**config.mk**
```make
export PLATFORM = sky130hd
export DESIGN_NAME = dual_fifo_host_ctrl
export DESIGN_NICKNAME = d
export VERILOG_FILES = /design/src/rtl/dfh_pkg.sv /design/src/rtl/dfh_decode.sv /design/src/rtl/dfh_loadseq.sv /design/src/rtl/dfh_wmux.sv /design/src/rtl/dfh_rdpath.sv /design/src/rtl/dual_fifo_host_ctrl.sv
export SDC_FILE = /design/constraint.sdc
export NUM_CORES = 1
export LEC_CHECK = 0
export ABC_CLOCK_PERIOD_IN_PS = 3000
export BUFFER_PORTS_ARGS = -buffer_cell sky130_fd_sc_hd__buf_2
export CORE_ASPECT_RATIO = 0.7
export CORE_UTILIZATION = 35
export DETAILED_ROUTE_END_ITERATION = 10
export PLACE_DENSITY = 0.88
export SETUP_SLACK_MARGIN = 0.5
export SLEW_MARGIN = 5
export SYNTH_ARGS = -nofsm -noshare
export SYNTH_HDL_FRONTEND = slang
export SYNTH_SLANG_ARGS = --single-unit
export TNS_END_PERCENT = 5
```
**constraint.sdc**
```tcl
create_clock -name clk -period 3 [get_ports clk]
set_clock_uncertainty 0.05 [all_clocks]
set_input_delay 0.6 -clock clk [delete_from_list [all_inputs] [get_ports clk]]
set_output_delay 0.6 -clock clk [all_outputs]
set_load 0.05 [all_outputs]
```
**src/rtl/dfh_pkg.sv**
```systemverilog
package dfh_pkg;
  localparam int LANE_W   = 16;
  localparam int WORD_W   = 2 * LANE_W;
  localparam int FLAG_N   = 4;
  localparam int STAT_LSB = 8;
  localparam int SER_A_BIT = LANE_W + 3;
  localparam int SER_B_BIT = LANE_W + 7;
  localparam logic [WORD_W-1:0] GUARD_MASK =
    (WORD_W'(1) << (LANE_W + 1)) | (WORD_W'(1) << (LANE_W + 2)) |
    (WORD_W'(1) << (LANE_W + 5)) | (WORD_W'(1) << (LANE_W + 6));

  typedef enum logic [1:0] {
    LANE_A    = 2'b00,
    LANE_B    = 2'b01,
    LANE_AB   = 2'b10,
    LANE_NONE = 2'b11
  } lane_e;

  function automatic logic guard_clear(input logic [WORD_W-1:0] d);
    return (d & GUARD_MASK) == '0;
  endfunction

  function automatic logic [WORD_W-1:0] lane_merge(input lane_e l,
      input logic [LANE_W-1:0] a, input logic [LANE_W-1:0] b);
    case (l)
      LANE_A:  return {{LANE_W{1'b0}}, a};
      LANE_B:  return {b, {LANE_W{1'b0}}};
      LANE_AB: return {b, a};
      default: return '0;
    endcase
  endfunction

  function automatic logic [WORD_W-1:0] status_word(
      input logic [FLAG_N-1:0] a_n, input logic [FLAG_N-1:0] b_n);
    logic [WORD_W-1:0] w;
    w = '0;
    w[STAT_LSB +: FLAG_N]          = a_n;
    w[STAT_LSB + FLAG_N +: FLAG_N] = b_n;
    return w;
  endfunction
endpackage

```
**src/rtl/dfh_decode.sv**
```systemverilog
module dfh_decode
  import dfh_pkg::*;
#(
  parameter int ADDR_W = 24,
  parameter logic [ADDR_W-1:0] RELEASE_OFS = 24'h00C000
) (
  input  logic              cs,
  input  logic              stat_cs,
  input  logic              we,
  input  logic              async_acc,
  input  logic [ADDR_W-1:0] addr,
  output logic              rd_fifo,
  output logic              rd_stat,
  output lane_e             rd_lane,
  output logic              wr_take,
  output logic              wr_rel,
  output logic              wr_load
);
  localparam logic [ADDR_W-1:0] TAKE_OFS = {2'b10, {(ADDR_W-2){1'b0}}};
  localparam logic [ADDR_W-1:0] LOAD_OFS = '0;

  assign rd_fifo = cs && !we;
  assign rd_stat = stat_cs && !we && !cs;
  assign rd_lane = lane_e'(addr[ADDR_W-1 -: 2]);
  assign wr_take = cs && we && async_acc && (addr == TAKE_OFS);
  assign wr_rel  = cs && we && (addr == RELEASE_OFS);
  assign wr_load = cs && we && (addr == LOAD_OFS);
endmodule

```
**src/rtl/dfh_loadseq.sv**
```systemverilog
module dfh_loadseq
  import dfh_pkg::*;
(
  input  logic              clk,
  input  logic              rst,
  input  logic              wr_take,
  input  logic              wr_rel,
  input  logic              wr_load,
  input  logic [WORD_W-1:0] wdata,
  output logic              cpu_owns,
  output logic              cpu_wclk,
  output logic              cpu_wen,
  output logic              sdi_a,
  output logic              sdi_b,
  output logic              load_err,
  output logic              load_accept,
  output logic              load_reject
);
  logic owns_q, wen_q, wclk_q, sa_q, sb_q, err_q;
  logic guard_ok;

  assign guard_ok    = guard_clear(wdata);
  assign load_accept = wr_load && owns_q && guard_ok && !wen_q;
  assign load_reject = wr_load && owns_q && !guard_ok;

  always_ff @(posedge clk) begin
    if (rst) begin
      owns_q <= 1'b0;
      wen_q  <= 1'b0;
      wclk_q <= 1'b0;
      sa_q   <= 1'b0;
      sb_q   <= 1'b0;
      err_q  <= 1'b0;
    end else begin
      err_q <= load_reject;
      if (wr_rel) begin
        owns_q <= 1'b0;
        wen_q  <= 1'b0;
        wclk_q <= 1'b0;
      end else begin
        if (wr_take) owns_q <= 1'b1;
        if (load_accept) begin
          wen_q  <= 1'b1;
          wclk_q <= 1'b0;
          sa_q   <= wdata[SER_A_BIT];
          sb_q   <= wdata[SER_B_BIT];
        end else if (wen_q && !wclk_q) begin
          wclk_q <= 1'b1;
        end else if (wclk_q) begin
          wclk_q <= 1'b0;
          wen_q  <= 1'b0;
        end
      end
    end
  end

  assign cpu_owns = owns_q;
  assign cpu_wclk = wclk_q;
  assign cpu_wen  = wen_q;
  assign sdi_a    = sa_q;
  assign sdi_b    = sb_q;
  assign load_err = err_q;
endmodule

```
**src/rtl/dfh_wmux.sv**
```systemverilog
module dfh_wmux #(
  parameter int CHANNELS = 2
) (
  input  logic                cpu_owns,
  input  logic                mode32,
  input  logic                cpu_wclk,
  input  logic                cpu_wen,
  input  logic [CHANNELS-1:0] ext_wclk,
  input  logic [CHANNELS-1:0] ext_wen,
  output logic [CHANNELS-1:0] out_wclk,
  output logic [CHANNELS-1:0] out_wen
);
  localparam int LEAD = CHANNELS - 1;

  for (genvar ch = 0; ch < CHANNELS; ch++) begin : g_ch
    logic src_clk, src_en;
    if (ch == LEAD) begin : g_lead
      assign src_clk = ext_wclk[ch];
      assign src_en  = ext_wen[ch];
    end else begin : g_follow
      assign src_clk = mode32 ? ext_wclk[LEAD] : ext_wclk[ch];
      assign src_en  = mode32 ? ext_wen[LEAD]  : ext_wen[ch];
    end
    assign out_wclk[ch] = cpu_owns ? cpu_wclk : src_clk;
    assign out_wen[ch]  = cpu_owns ? cpu_wen  : src_en;
  end
endmodule

```
**src/rtl/dfh_rdpath.sv**
```systemverilog
module dfh_rdpath
  import dfh_pkg::*;
(
  input  logic              clk,
  input  logic              rst,
  input  logic              rd_fifo,
  input  logic              rd_stat,
  input  lane_e             rd_lane,
  input  logic [LANE_W-1:0] a_dout,
  input  logic [LANE_W-1:0] b_dout,
  input  logic [FLAG_N-1:0] a_flags_n,
  input  logic [FLAG_N-1:0] b_flags_n,
  output logic              a_ren,
  output logic              b_ren,
  output logic [WORD_W-1:0] rdata,
  output logic              rvalid
);
  logic              valid_q, stat_sel_q;
  lane_e             lane_q;
  logic [WORD_W-1:0] stat_q;

  assign a_ren = rd_fifo && (rd_lane == LANE_A || rd_lane == LANE_AB);
  assign b_ren = rd_fifo && (rd_lane == LANE_B || rd_lane == LANE_AB);

  always_ff @(posedge clk) begin
    if (rst) begin
      valid_q    <= 1'b0;
      stat_sel_q <= 1'b0;
      lane_q     <= LANE_NONE;
      stat_q     <= '0;
    end else begin
      valid_q    <= rd_fifo || rd_stat;
      stat_sel_q <= rd_stat;
      lane_q     <= rd_lane;
      if (rd_stat) stat_q <= status_word(a_flags_n, b_flags_n);
    end
  end

  always_comb begin
    if (!valid_q)        rdata = '0;
    else if (stat_sel_q) rdata = stat_q;
    else                 rdata = lane_merge(lane_q, a_dout, b_dout);
  end
  assign rvalid = valid_q;
endmodule

```
**src/rtl/dual_fifo_host_ctrl.sv**
```systemverilog
module dual_fifo_host_ctrl
  import dfh_pkg::*;
#(
  parameter int ADDR_W = 24,
  parameter logic [ADDR_W-1:0] RELEASE_OFS = 24'h00C000
) (
  input  logic              clk,
  input  logic              rst,
  input  logic              bus_cs,
  input  logic              stat_cs,
  input  logic              bus_we,
  input  logic              bus_async,
  input  logic [ADDR_W-1:0] bus_addr,
  input  logic [31:0]       bus_wdata,
  output logic [31:0]       bus_rdata,
  output logic              bus_rvalid,
  input  logic              mode32,
  input  logic              ext_a_wclk,
  input  logic              ext_a_wen,
  input  logic              ext_b_wclk,
  input  logic              ext_b_wen,
  output logic              fifo_a_wclk,
  output logic              fifo_a_wen,
  output logic              fifo_b_wclk,
  output logic              fifo_b_wen,
  output logic              fifo_a_sdi,
  output logic              fifo_b_sdi,
  output logic              fifo_a_ren,
  output logic              fifo_b_ren,
  input  logic [15:0]       fifo_a_dout,
  input  logic [15:0]       fifo_b_dout,
  input  logic [3:0]        fifo_a_flags_n,
  input  logic [3:0]        fifo_b_flags_n,
  output logic              cpu_owns_wr,
  output logic              load_err
);
  logic  rd_fifo, rd_stat, wr_take, wr_rel, wr_load;
  lane_e rd_lane;
  logic  cpu_wclk, cpu_wen, load_accept, load_reject;
  logic [1:0] mux_wclk, mux_wen;

  dfh_decode #(.ADDR_W(ADDR_W), .RELEASE_OFS(RELEASE_OFS)) u_dec (
    .cs(bus_cs), .stat_cs(stat_cs), .we(bus_we), .async_acc(bus_async),
    .addr(bus_addr), .rd_fifo(rd_fifo), .rd_stat(rd_stat), .rd_lane(rd_lane),
    .wr_take(wr_take), .wr_rel(wr_rel), .wr_load(wr_load));

  dfh_loadseq u_seq (
    .clk(clk), .rst(rst), .wr_take(wr_take), .wr_rel(wr_rel),
    .wr_load(wr_load), .wdata(bus_wdata), .cpu_owns(cpu_owns_wr),
    .cpu_wclk(cpu_wclk), .cpu_wen(cpu_wen), .sdi_a(fifo_a_sdi),
    .sdi_b(fifo_b_sdi), .load_err(load_err), .load_accept(load_accept),
    .load_reject(load_reject));

  dfh_wmux #(.CHANNELS(2)) u_mux (
    .cpu_owns(cpu_owns_wr), .mode32(mode32), .cpu_wclk(cpu_wclk),
    .cpu_wen(cpu_wen), .ext_wclk({ext_b_wclk, ext_a_wclk}),
    .ext_wen({ext_b_wen, ext_a_wen}), .out_wclk(mux_wclk), .out_wen(mux_wen));

  assign fifo_a_wclk = mux_wclk[0];
  assign fifo_b_wclk = mux_wclk[1];
  assign fifo_a_wen  = mux_wen[0];
  assign fifo_b_wen  = mux_wen[1];

  dfh_rdpath u_rd (
    .clk(clk), .rst(rst), .rd_fifo(rd_fifo), .rd_stat(rd_stat),
    .rd_lane(rd_lane), .a_dout(fifo_a_dout), .b_dout(fifo_b_dout),
    .a_flags_n(fifo_a_flags_n), .b_flags_n(fifo_b_flags_n),
    .a_ren(fifo_a_ren), .b_ren(fifo_b_ren), .rdata(bus_rdata),
    .rvalid(bus_rvalid));
endmodule

```
==> results of run 1 <==
-- cell usage after synthesis --
cell type,instances,share of area
inv_1,3,0.0092
nand2_1,3,0.0092
nor2_1,15,0.046
a21oi_1,3,0.012
dfxtp_1,18,0.29
and3b_1,2,0.014
ha_1,2,0.020
or3b_2,1,0.0072
clkbuf_2,1,0.0041
nor3_2,2,0.016
nor4_2,2,0.020
a22oi_1,7,0.043
o21ai_0,4,0.016
buf_2,3,0.012
nand3b_1,1,0.0061
mux2_2,3,0.028
and4_1,1,0.0072
clkbuf_1,2,0.0061
nor4_4,4,0.070
or2_2,2,0.010
nand2b_1,1,0.0051
nor3_1,1,0.0041
and4bb_2,1,0.010
nor3b_1,3,0.018
mux2i_1,9,0.074
a41oi_1,1,0.0072
xnor2_1,1,0.0072
nor2b_1,9,0.046
o22ai_1,1,0.0051
nand3_1,3,0.012
and2_1,25,0.13
nand4_1,3,0.015
and4_4,1,0.0092
nor4_1,1,0.0051
-- logic make-up after synthesis --
| kind of cell | count (synthesis) | synth area share |
|---|---|---|
| buf+inv | 9 | 0.03172 |
| xor+xnor | 1 | 0.007166 |
| compound gates | 16 | 0.08393 |
| flops | 18 | 0.2948 |
| fa+ha+maj | 2 | 0.02047 |
| mux | 12 | 0.1013 |
| simple gates | 81 | 0.4606 |
-- final timing paths --
kind	startpoint	endpoint	slack [ns]	cells after the start
setup / recovery	u_rd.stat_sel_q	bus_rdata[9]	0.62	4
hold / removal	u_seq.sdi_a	u_seq.sdi_a	0.44	2
hold reg to reg	u_seq.sdi_a	u_seq.sdi_a	0.44	2
setup reg to reg	u_seq.cpu_owns	u_seq.cpu_wen	1.66	4
-- registers in the layout, summed over array words and instances, names as in the netlist --
| signal | cells |
|---|---|
| u_rd.lane_q | 2 |
| u_seq.cpu_wen | 1 |
| u_seq.cpu_wclk | 1 |
| u_seq.load_err | 1 |
| u_seq.cpu_owns | 1 |
| u_rd.stat_sel_q | 1 |
| u_rd.rvalid | 1 |
| u_seq.sdi_b | 1 |
| u_seq.sdi_a | 1 |
| u_rd.stat_q | 8 |
-- worst max-delay path: stages (launching register included) --
cell and delay [ns]:
dfxtp_1 0.42, nor2_1 0.47, a22oi_1 0.15, nor2b_1 0.15, buf_2 0.28
-- per-layer routing --
metal  GRT usage  wire (µm)  up-vias
li1            -          -      731
met1      0.2036       1421      647
met2      0.3614       1792       72
met3     0.05523        318        2
met4     0.04248         21        0
met5           0          0        -
-- layout make-up --
class                   count  area, µm²
flip-flops and latches     18      360.3
repair buffers            124      623.1
multi-input cells         112      830.8
clock buffers               4      55.05
fillers                   327       1294
inverters                   3      11.26
well taps                  47      58.81
-- metrics by stage --
step                power (mW)  setup slack (ns)
floorplan               0.3464            0.5489
global placement        0.4216            0.7686
detailed placement      0.4256            0.7331
CTS                     0.6166            0.6394
global route            0.6451            0.5083
finish                  0.6089            0.6243
-- power groups by stage --
stage / Combinational, mW / Sequential (mW) / Clock, mW
2_1_floorplan: 0.0901 / 0.256 / 0
3_3_place_gp: 0.166 / 0.256 / 0
3_5_place_dp: 0.169 / 0.256 / 0
4_1_cts: 0.170 / 0.251 / 0.196
5_1_grt: 0.182 / 0.252 / 0.211
6_report: 0.169 / 0.251 / 0.189
==> flow_metrics.env, run 1 <==
export IMPL_grt_overflow_total=0
export IMPL_first_pass_iters=4
export IMPL_die_area_um2=3737
export IMPL_cap_violations=0
export IMPL_num_vias=1452
export IMPL_criticalPathCategory="reg -> out"
export IMPL_ioPinCount=150
export IMPL_fin_area_um2=1939
export IMPL_ys_warnings_count=0
export IMPL_synth_cells=139
export IMPL_syn_to_final_growth_pct=58.65
export IMPL_sw_frac_of_total=0.2905
export IMPL_port_buffers=123
export IMPL_power_density_nw_per_um2=314.0
export IMPL_grt_max_degree=19
export IMPL_worstSetupStartpointType="register"
export IMPL_clock_path_buffers=2
export IMPL_viasPerCell=4.714
export IMPL_status="completed"
export IMPL_gr_usage_all_layers=0.1883
export IMPL_tightest_slew_ns=0.7014
export IMPL_cts_resized_gates=1
export IMPL_p_leak_nw=0.9858
export IMPL_period_needed_ns=2.376
export IMPL_final_setup_viol_count=0
export IMPL_fin_nets=371
export IMPL_grt_pass1_vias=1321
export IMPL_clkTransAtPathRegs_ns=0.06
export IMPL_arrival_ns=1.73
export IMPL_crit_fanout=11
export IMPL_tritoncts="yes"
export IMPL_dp_cells=304
export IMPL_drt_iter0_markers=49
export IMPL_layout_common_cells="buf_2 (123), and2_1 (25), dfxtp_1 (18)"
export IMPL_whs_ns=0.4437
export IMPL_gp_congestion=0.7385
export IMPL_pwr_share_clk=0.311
export IMPL_ys_ff_latch=18
export IMPL_cts_made_buffers=3
export IMPL_wl_per_cell_um=11.54
export IMPL_place_area_um2=1882
export IMPL_rsz0062_at_grt="false"
export IMPL_ir_drop_mv=0.2543
export IMPL_die_w_um=72.64
export IMPL_hpwlAfterDp_mm=2.998
export IMPL_num_rows=17
export IMPL_postRouteAntennaNets=0
export IMPL_n_antenna_cell=0
export IMPL_report_final_hold_viol_count=0
export IMPL_mostFrequentLayoutCell="buf_2"
export IMPL_htree_levels=1
export IMPL_final_util=0.5998
export IMPL_cts_sinks=18
export IMPL_fin_cells=308
export IMPL_route_detailed_drc=0
export IMPL_syn_nets=248
export IMPL_clk_insertion_delay_late_ns=0.24
export IMPL_drive_gt1_frac=0.5594
export IMPL_period_share=0.7919
export IMPL_pwr_share_seq=0.412
export IMPL_avgSynthCellArea_um2=8.794
export IMPL_synth_seq_area_share=0.2948
export IMPL_p_int_uw=432.0
export IMPL_wirelength_mm=3.553
export IMPL_start_util=0.3781
export IMPL_relSlewSlack=0.5314
export IMPL_synthesis_area_um2=1222
export IMPL_tns_ns=0
export IMPL_yosysUniqueCellTypes=34
export IMPL_max_freq_mhz=420.9
export IMPL_endpoint_kind="output port"
export IMPL_required_ns=2.35
export IMPL_hold_buffers=0
export IMPL_grt_pass1_wl_mm=5.492
export IMPL_antenna_found_initial=0
export IMPL_clockRootBuffer="clkbuf_8"
export IMPL_die_h_um=51.45
export IMPL_hold_path_class="reg -> reg"
export IMPL_cts_setup_buffers=0
export IMPL_core_um2=3233
export IMPL_switchingPower_uw=176.9
export IMPL_combPwrFrac=0.277
export IMPL_slew_viol_final=0
Note: power is estimated with default switching activity, not from simulation.
==> run 2, diff against run 1 <==
--- a/config.mk
+++ b/config.mk
@@ -5,12 +5,12 @@
 export SDC_FILE = /design/constraint.sdc
 export NUM_CORES = 1
 export LEC_CHECK = 0
-export ABC_CLOCK_PERIOD_IN_PS = 3000
+export ABC_CLOCK_PERIOD_IN_PS = 2000
 export BUFFER_PORTS_ARGS = -buffer_cell sky130_fd_sc_hd__buf_2
 export CORE_ASPECT_RATIO = 0.7
-export CORE_UTILIZATION = 35
+export CORE_UTILIZATION = 29
 export DETAILED_ROUTE_END_ITERATION = 10
-export PLACE_DENSITY = 0.88
+export PLACE_DENSITY = 0.78
 export SETUP_SLACK_MARGIN = 0.5
 export SLEW_MARGIN = 5
 export SYNTH_ARGS = -nofsm -noshare
==> constraint.sdc (replaced) <==
create_clock -name clk -period 2 [get_ports clk]
set_clock_uncertainty 0.05 [all_clocks]
set_input_delay 0.4 -clock clk [delete_from_list [all_inputs] [get_ports clk]]
set_output_delay 0.4 -clock clk [all_outputs]
set_load 0.05 [all_outputs]
==> run 2 against run 1 <==
  * First-iteration DRC count down 31%
  * Critical path depth up 1
  * Non-clock buffer count up 5
  * Highest routed layer unchanged
  * Hold slack worse by 0.11 ns
  * Clock power up 56%
  * Clock-buffer cell count unchanged
  * Total power up 63%
  * Setup slack worse by 0.42 ns
  * Final cell count up 3.2%
  * Design area up 24%
==> flow_metrics.env, run 2 (synthesized netlist as in run 1, its figures left out) <==
export IMPL_clock_path_buffers=2
export IMPL_hold_buffers=0
export IMPL_gp_congestion=0.6873
export IMPL_cap_violations=0
export IMPL_grt_max_degree=19
export IMPL_endpoint_kind="output port"
export IMPL_clkTransAtPathRegs_ns=0.07
export IMPL_die_area_um2=4483
export IMPL_largest_register="u_rd.stat_q"
export IMPL_final_util=0.6042
export IMPL_ir_drop_mv=0.7131
export IMPL_whs_ns=0.3317
export IMPL_p_leak_nw=1.104
export IMPL_relSlewSlack=0.7693
export IMPL_drive_gt1_frac=0.7481
export IMPL_hpwlAfterDp_mm=3.074
export IMPL_cts_sinks=18
export IMPL_grt_overflow_total=0
export IMPL_fin_area_um2=2399
export IMPL_power_density_nw_per_um2=413.7
export IMPL_tritoncts="yes"
export IMPL_grt_pass1_vias=1403
export IMPL_period_needed_ns=1.794
export IMPL_drt_iter0_markers=34
export IMPL_power_uw=992.3
export IMPL_num_vias=1512
export IMPL_required_ns=1.55
export IMPL_clk_insertion_delay_late_ns=0.25
export IMPL_die_h_um=56.32
export IMPL_first_pass_iters=4
export IMPL_start_util=0.3079
export IMPL_tightest_slew_ns=0.3460
export IMPL_multi_input_area_um2=1054
export IMPL_crit_fanout=8
export IMPL_fillers=352
export IMPL_die_w_um=79.60
export IMPL_route_detailed_drc=0
export IMPL_antenna_found_initial=0
export IMPL_largest_reg_flops=8
export IMPL_max_freq_mhz=557.4
export IMPL_postRouteAntennaNets=0
export IMPL_num_rows=19
export IMPL_cts_made_buffers=3
export IMPL_grt_pass1_wl_mm=6.092
export IMPL_core_um2=3970
export IMPL_place_area_um2=2087
export IMPL_arrival_ns=1.34
export IMPL_top_regs="u_rd.stat_q (8), u_rd.lane_q (2)"
export IMPL_slew_viol_final=0
export IMPL_gr_usage_all_layers=0.1736
export IMPL_mostFrequentLayoutCell="buf_2"
export IMPL_tns_ns=0
export IMPL_worstSetupStartpointType="register"
export IMPL_port_buffers=123
export IMPL_seq_area_um2=372.9
export IMPL_n_antenna_cell=0
export IMPL_wl_per_cell_um=12.51
export IMPL_hold_path_class="in -> reg"
export IMPL_rsz0062_at_grt="true"
export IMPL_status="completed"
export IMPL_report_final_hold_viol_count=0
export IMPL_htree_levels=1
export IMPL_final_setup_viol_count=0
export IMPL_fin_nets=376
export IMPL_period_share=0.8970
export IMPL_clockRootBuffer="clkbuf_8"
export IMPL_syn_to_final_growth_pct=96.21
export IMPL_wirelength_mm=3.979
export IMPL_ioPinCount=150
export IMPL_viasPerCell=4.755
export IMPL_criticalPathCategory="reg -> out"
export IMPL_layout_common_cells="buf_2 (97), and2_4 (16), dfxtp_1 (14)"
==> run 2: cell count changes in the layout (fill, tap and decap cells not counted), moves of 5 or more <==
cell	delta
nor2b_1	-8
and2_2	+8
clkbuf_4	+5
buf_8	+12
buf_2	-26
nor2b_4	+8
and2_1	-24
and2_4	+16
buf_4	+8
buf_6	+6
==> run 2: area by class of cell <==
cell class	instances	area share
multi-input combinational	112	0.4392
timing repair buffer	129	0.3495
sequential	18	0.1555
tap	52	0.02713
clock buffer	4	0.02295
inverter	3	0.005738
==> run 2: worst max-delay path: stages, from the launching register on <==
cell and delay (ns):
dfxtp_4 0.38, xnor2_4 0.14, nor2_4 0.14, buf_6 0.14
and2_4 0.14, buf_6 0.15
==> run 2: final timing paths <==
path | endpoint | slack [ns] | depth (start not counted) | start
hold reg to reg | u_seq.sdi_a | 0.43 | 2 | u_seq.sdi_a
hold / removal | u_rd.stat_q[12] | 0.33 | 3 | fifo_b_flags_n[0]
setup / recovery | bus_rdata[22] | 0.21 | 5 | u_rd.lane_q[0]
setup reg to reg | u_seq.sdi_a | 0.71 | 4 | u_seq.cpu_owns
==> run 2: per-layer routing <==
| metal | GRT usage | vias to the layer above | part of all wire |
|---|---|---|---|
| met4 | 0.03377 | 0 | 0.013 |
| met5 | 0 | - | 0 |
| met2 | 0.3162 | 84 | 0.50 |
| li1 | - | 749 | - |
| met1 | 0.2024 | 673 | 0.40 |
| met3 | 0.04715 | 6 | 0.091 |
==> run 2: report_power, final <==
part           total, mW  switching (mW)  internal, mW
sequential         0.375         0.00977         0.366
combinational      0.323           0.172         0.151
clock              0.294           0.119         0.175
total              0.992           0.301         0.691
==> run 2: what timing repair did <==
item                       in CTS  in global routing
gates cloned                    1                  0
resized for setup              64                 11
setup endpoints to repair      38                 40
pin swaps                       3                  2
buffers inserted                1                  0
==> run 2: per-stage QoR <==
step	setup slack [ns]	cells
floorplan	0.4182	139
global placement	0.2588	312
detailed placement	0.2437	312
CTS	0.1990	318
global route	0.1231	318
finish	0.2061	318
